===== src/rtl/alu_flag_pkg.sv =====
package alu_flag_pkg;

    localparam int FLAG_W    = 5;
    localparam int FLG_CARRY = 0;
    localparam int FLG_EVEN  = 1;
    localparam int FLG_PAR   = 2;
    localparam int FLG_ZERO  = 3;
    localparam int FLG_NEG   = 4;

    typedef enum logic [3:0] {
        OP_NOP = 4'd0,
        OP_BRA = 4'd1,
        OP_LD  = 4'd2,
        OP_STR = 4'd3,
        OP_ADD = 4'd4,
        OP_MUL = 4'd5,
        OP_CMP = 4'd6,
        OP_SHF = 4'd7,
        OP_ROT = 4'd8,
        OP_HLT = 4'd9
    } op_e;

    typedef enum logic [3:0] {
        CC_ALWAYS = 4'd0,
        CC_CARRY  = 4'd1,
        CC_EVEN   = 4'd2,
        CC_PAR    = 4'd3,
        CC_ZERO   = 4'd4,
        CC_NEG    = 4'd5
    } cond_e;

endpackage


===== src/rtl/alu_datapath.sv =====
module alu_datapath
    import alu_flag_pkg::*;
#(
    parameter int DATA_W = 32,
    parameter int CNT_W  = 12
) (
    input  logic [3:0]        op_code,
    input  logic [DATA_W-1:0] a_in,
    input  logic [DATA_W-1:0] b_in,
    output logic [DATA_W:0]   res,
    output logic              upd_res,
    output logic              upd_flags,
    output logic              clr_flags,
    output logic              is_branch,
    output logic              is_illegal
);
    localparam int RES_W = DATA_W + 1;

    logic [CNT_W-1:0]    cnt;
    logic                cnt_neg;
    logic [CNT_W-1:0]    cnt_mag;
    logic [CNT_W-1:0]    rot_k;
    logic [2*DATA_W-1:0] dbl_r;
    logic [2*DATA_W-1:0] dbl_l;
    logic [2*DATA_W-1:0] prod;
    logic [RES_W-1:0]    shf_res;
    logic [RES_W-1:0]    rot_res;

    // signed count: sign picks direction, magnitude picks distance
    always_comb begin
        cnt     = a_in[CNT_W-1:0];
        cnt_neg = cnt[CNT_W-1];
        cnt_mag = cnt_neg ? (~cnt + 1'b1) : cnt;
        rot_k   = cnt_mag % CNT_W'(DATA_W);
    end

    always_comb begin
        prod  = {{DATA_W{1'b0}}, a_in} * {{DATA_W{1'b0}}, b_in};
        dbl_r = {b_in, b_in} >> rot_k;
        dbl_l = {b_in, b_in} << rot_k;
        if (cnt_neg) shf_res = {1'b0, b_in} << cnt_mag;
        else         shf_res = {1'b0, b_in} >> cnt_mag;
        if (cnt_mag == '0)
            rot_res = {1'b0, b_in};
        else if (cnt_neg)
            rot_res = {dbl_l[DATA_W], dbl_l[2*DATA_W-1:DATA_W]};
        else
            rot_res = {1'b0, dbl_r[DATA_W-1:0]};
    end

    always_comb begin
        res        = '0;
        upd_res    = 1'b0;
        upd_flags  = 1'b0;
        clr_flags  = 1'b0;
        is_branch  = 1'b0;
        is_illegal = 1'b0;
        unique case (op_e'(op_code))
            OP_NOP, OP_HLT: ;
            OP_BRA: is_branch = 1'b1;
            OP_LD: begin
                res = {1'b0, a_in}; upd_res = 1'b1; upd_flags = 1'b1;
            end
            OP_STR: clr_flags = 1'b1;
            OP_ADD: begin
                res = {1'b0, a_in} + {1'b0, b_in}; upd_res = 1'b1; upd_flags = 1'b1;
            end
            OP_MUL: begin
                res = prod[DATA_W:0]; upd_res = 1'b1; upd_flags = 1'b1;
            end
            OP_CMP: begin
                res = {1'b0, ~a_in}; upd_res = 1'b1; upd_flags = 1'b1;
            end
            OP_SHF: begin
                res = shf_res; upd_res = 1'b1; upd_flags = 1'b1;
            end
            OP_ROT: begin
                res = rot_res; upd_res = 1'b1; upd_flags = 1'b1;
            end
            default: is_illegal = 1'b1;
        endcase
    end

endmodule


===== src/rtl/alu_flag_gen.sv =====
module alu_flag_gen
    import alu_flag_pkg::*;
#(
    parameter int DATA_W = 32
) (
    input  logic [DATA_W:0]   res,
    output logic [FLAG_W-1:0] flags
);
    always_comb begin
        flags            = '0;
        flags[FLG_CARRY] = res[DATA_W];
        flags[FLG_EVEN]  = ~res[0];
        flags[FLG_PAR]   = ^res;
        flags[FLG_ZERO]  = ~(|res);
        flags[FLG_NEG]   = res[DATA_W-1];
    end
endmodule


===== src/rtl/alu_cond_eval.sv =====
module alu_cond_eval
    import alu_flag_pkg::*;
(
    input  logic [FLAG_W-1:0] st,
    input  logic [3:0]        sel,
    output logic              take
);
    always_comb begin
        take = 1'b0;
        case (cond_e'(sel))
            CC_ALWAYS: take = 1'b1;
            CC_CARRY:  take = st[FLG_CARRY];
            CC_EVEN:   take = st[FLG_EVEN];
            CC_PAR:    take = st[FLG_PAR];
            CC_ZERO:   take = st[FLG_ZERO];
            CC_NEG:    take = st[FLG_NEG];
            default:   take = 1'b0;
        endcase
    end
endmodule


===== src/rtl/alu_flag_unit.sv =====
module alu_flag_unit
    import alu_flag_pkg::*;
#(
    parameter int DATA_W = 32,
    parameter int CNT_W  = 12
) (
    input  logic              clk,
    input  logic              rst_n,
    input  logic              issue,
    input  logic [3:0]        opcode,
    input  logic [3:0]        cond_sel,
    input  logic [DATA_W-1:0] opnd_a,
    input  logic [DATA_W-1:0] opnd_b,
    output logic [DATA_W:0]   result,
    output logic [FLAG_W-1:0] status,
    output logic              branch_taken,
    output logic              illegal_op
);
    logic [DATA_W:0]   nxt_res;
    logic [FLAG_W-1:0] nxt_flags;
    logic              upd_res, upd_flags, clr_flags, is_branch, is_illegal;
    logic              cond_true;

    alu_datapath #(.DATA_W(DATA_W), .CNT_W(CNT_W)) u_dp (
        .op_code    (opcode),
        .a_in       (opnd_a),
        .b_in       (opnd_b),
        .res        (nxt_res),
        .upd_res    (upd_res),
        .upd_flags  (upd_flags),
        .clr_flags  (clr_flags),
        .is_branch  (is_branch),
        .is_illegal (is_illegal)
    );

    alu_flag_gen #(.DATA_W(DATA_W)) u_fg (
        .res   (nxt_res),
        .flags (nxt_flags)
    );

    alu_cond_eval u_ce (
        .st   (status),
        .sel  (cond_sel),
        .take (cond_true)
    );

    always_ff @(posedge clk) begin
        if (!rst_n) begin
            result       <= '0;
            status       <= '0;
            branch_taken <= 1'b0;
            illegal_op   <= 1'b0;
        end else begin
            branch_taken <= issue && is_branch && cond_true;
            illegal_op   <= issue && is_illegal;
            if (issue && upd_res)   result <= nxt_res;
            if (issue && upd_flags) status <= nxt_flags;
            else if (issue && clr_flags) status <= '0;
        end
    end


    add_sum_chk: assert property (@(posedge clk) disable iff (!rst_n)
        $past(issue && opcode == OP_ADD) |->
            result == $past({1'b0, opnd_a} + {1'b0, opnd_b}));


    cmp_no_carry_chk: assert property (@(posedge clk) disable iff (!rst_n)
        $past(issue && opcode == OP_CMP) |-> !result[DATA_W] && !status[FLG_CARRY]);


    branch_hold_chk: assert property (@(posedge clk) disable iff (!rst_n)
        branch_taken |-> $stable(status) && $stable(result) && !illegal_op);


    illegal_hold_chk: assert property (@(posedge clk) disable iff (!rst_n)
        illegal_op |-> $stable(status) && $stable(result));


    idle_hold_chk: assert property (@(posedge clk) disable iff (!rst_n)
        !$past(issue) |-> $stable(result) && $stable(status) && !branch_taken && !illegal_op);

endmodule


===== config.mk =====
export PLATFORM = sky130hd
export DESIGN_NAME = alu_flag_unit
export DESIGN_NICKNAME = d
export VERILOG_FILES = /design/src/rtl/alu_flag_pkg.sv /design/src/rtl/alu_datapath.sv /design/src/rtl/alu_flag_gen.sv /design/src/rtl/alu_cond_eval.sv /design/src/rtl/alu_flag_unit.sv
export SDC_FILE = /design/constraint.sdc
export NUM_CORES = 2
export LEC_CHECK = 0
export CORE_AREA = 2 2 302 304
export DETAILED_ROUTE_END_ITERATION = 12
export DIE_AREA = 0 0 304 306
export DONT_BUFFER_PORTS = 1
export PLACE_DENSITY = 0.45
export SETUP_SLACK_MARGIN = 0.1
export SKIP_LAST_GASP = 1
export SLEW_MARGIN = 20
export SYNTH_ARGS = -nofsm -noshare
export SYNTH_HDL_FRONTEND = slang
export SYNTH_SLANG_ARGS = --single-unit

===== constraint.sdc =====
create_clock -name clk -period 10.89 [get_ports clk]
set_input_delay 1.6335 -clock clk [delete_from_list [all_inputs] [get_ports clk]]
set_output_delay 1.6335 -clock clk [all_outputs]
set_load 0.05 [all_outputs]

==> metrics.txt <==
final setup fails=0; NumNets Final=3,784; synthesized cell area=0.02669 mm2; Port Buffers=0; Setup crit start kind=primary input; vias in the first global route=23.63k; Detailed Route WL=108,700 um; # hold bufs at CTS=0; Core ar.=0.08960 mm2; final setup skew=0.4102 ps; Min-Delay Startpoint=status[0]; CTS resizes=0; worst skew pair latency=290 ps; CP max stage delay=770 ps; most frequent cell on the critical path=fa_1; Post-CTS Setup Bufs=0; Chip Width=304 um; synthesized area per cell=8.071 um2; total track usage=23.21%; global placement routability congestion=0.9763; CP Max Fanout=77; H-tree Lvls=2; count of cell types in the netlist=82; via count=23.10k; Final Cycle Share=88.46%; DP Wirelength=79,830 um; Worst Reg2Reg Path Length in Cells=4; DIE AREA=0.09302 mm2; RR Startpoint=status[1]; Min-Delay Endpoint=status[0]; outcome=completed; leading area contributor after synthesis=fa_1; Seq/Total Area, Yosys=3.000%; Warnings, synthesis=0; CP Data Required Time=11,070 ps; WS Path Type=in -> reg; clock sinks=40; Area growth syn-to-layout=3.267%; reg2reg end=branch_taken; initial antenna violation count=1; DRC=0; Slew headroom=23.66%; Clock Tree Buf Depth=2; Post-synth EDFFs=0; layout cells sized above 1=3.357%; Fmax achieved=0.1038 GHz; IO Pins=115; CTS tree=yes; CTS root buf=clkbuf_16; Worst Hold Class=reg -> reg; post-synthesis instance total=3,307; Clock transition at path regs=60 ps; Pre-antenna DRT Iters=5; syn nets=3,994; die height=306 um; Tightest Pin Transition=1141 ps; global-route wire length before repair=161,900 um; leading post-synthesis cells by cell area=fa_1 (33%), ha_1 (8.1%), and2_1 (7.8%), mux2i_1 (6.4%), inv_1 (6.0%); final worst path period need=9634 ps; Hold Path Cell Cnt=2; DR WL/cell=25.41 um; R2R Setup Slk=9600 ps; initial DRC count=1,846; Num CTS Buffers=5; CP endpoint kind=register; # rows=110; post-synthesis async set-or-reset flop share=0%; post-route ant nets=0; flops & latches, synth=40; TNS Setup=0 ps; total gr overflow=0; max-cap viol count=0; Initial Util=29.79%; most common flop cell mapped by yosys=dfxtp_1; RSZ-0062 raised after global routing=no; top-area cell type share of the netlist area=32.93%; routed vias/inst=5.401; Final Max Slew Viols=0; Critical Path AT=9810 ps; slowest library cell on the worst path=o31ai_1; largest net degree at the start of global routing=109; final hold vios=0
[worst max path at each step]
stage | slack [ps] | startpoint | end
3_5_place_dp | 1180 | opnd_a[11] | status[2]
2_1_floorplan | 980 | opnd_a[11] | status[2]
6_report | 1260 | opnd_a[4] | status[2]
3_3_place_gp | 1150 | opnd_a[11] | status[2]
5_1_grt | 910 | opnd_a[4] | status[2]
4_1_cts | 1460 | opnd_a[11] | status[2]
[placed cells by master (no fill, tap or decap), types with 18 or more instances in the layout]
| master | synthesis | routed |
|---|---|---|
| a21o_1 | 32 | 32 |
| ha_1 | 173 | 173 |
| a31oi_1 | 18 | 18 |
| fa_1 | 439 | 439 |
| a211oi_1 | 54 | 54 |
| nand2_1 | 409 | 409 |
| dfxtp_1 | 40 | 40 |
| inv_1 | 428 | 428 |
| buf_4 | 11 | 24 |
| mux2_2 | 30 | 30 |
| xnor2_1 | 92 | 89 |
| o211ai_1 | 18 | 18 |
| nand3_1 | 29 | 29 |
| o21ai_0 | 116 | 116 |
| xor2_1 | 40 | 40 |
| nor3_1 | 36 | 34 |
| mux2i_1 | 170 | 170 |
| a21oi_1 | 198 | 198 |
| and2_1 | 332 | 331 |
| nor2_1 | 164 | 164 |
[cells by family after synthesis]
| family | share of synthesized area [%] |
|---|---|
| AO/OA/AOI/OAI | 14.15 |
| XOR/XNOR | 4.575 |
| adder cells (fa/ha/maj) | 41.04 |
| buffers and inverters | 9.807 |
| flip-flops | 3.000 |
| multiplexers | 8.063 |
| AND/OR/NAND/NOR | 19.37 |
[layer usage]
layer	global-route usage, %	wire length (um)	vias up	part of all wire (%)
li1	-	-	10300	-
met1	33.55	50250	11770	46
met2	35.58	46810	870	43
met3	3.740	8047	160	7.4
met4	6.514	3546	0	3.3
met5	0	0	-	0
[through the flow]
stage / setup WS, ps / hold WS [ps] / util, % / area (um2) / std cells
floorplan: 984.9 / 682.5 / - / 26690 / 3307
global route: 910.8 / 765.4 / 30.75 / 27560 / 4274
finish: 1256 / 721.6 / 30.76 / 27560 / 4277
global placement: 1154 / 708.5 / 30.59 / 27400 / 4266
CTS: 1460 / 722.3 / 30.75 / 27550 / 4274
detailed placement: 1179 / 707.8 / 30.59 / 27400 / 4266
[cell usage after synthesis (7+ instances only)]
library cell and instances:
nor2b_1 14, nand4_1 14, xnor2_1 92, buf_4 11, clkbuf_1 179, fa_1 439, nor3_1 36, nor2_1 164
buf_2 40, a221o_1 8, buf_1 9, a211oi_1 54, o21a_1 12, o21ai_0 116, o22ai_1 15, ha_1 173
and3_1 13, o211ai_1 18, nand2_1 409, a31oi_1 18, and2_1 332, a21o_1 32, inv_1 428, mux2i_1 170
a221oi_1 15, dfxtp_1 40, nand2b_1 8, nand3_1 29, a2111oi_2 7, o21ai_1 14, o21bai_1 11, xor2_1 40
a21oi_1 198, o221ai_1 14, mux2_2 30
[worst max-delay path, delay by kind of cell]
kind	cells	cell delay, ps
AO/OA/AOI/OAI	8	2390
XOR/XNOR	5	850
adder cells (fa/ha/maj)	11	4220
buffers and inverters	4	190
AND/OR/NAND/NOR	2	420
[state kept, by name, summed over array words and instances (netlist names)]
signal	cells
illegal_op	1
branch_taken	1
status	5
result	33
[final cells by class]
class,instances,area [um2]
antenna,3,7.507
clock buffer,7,142.6
clock inverter,1,7.507
fill,9662,62040
inverter,428,1607
multi-input combinational,2598,23350
sequential,40,800.8
tap,1176,1471
timing repair buffer,24,180.2
Power is left out: the tool's default activity adds up to more than one toggle a clock period on the data nets, which glitch-free logic cannot reach.
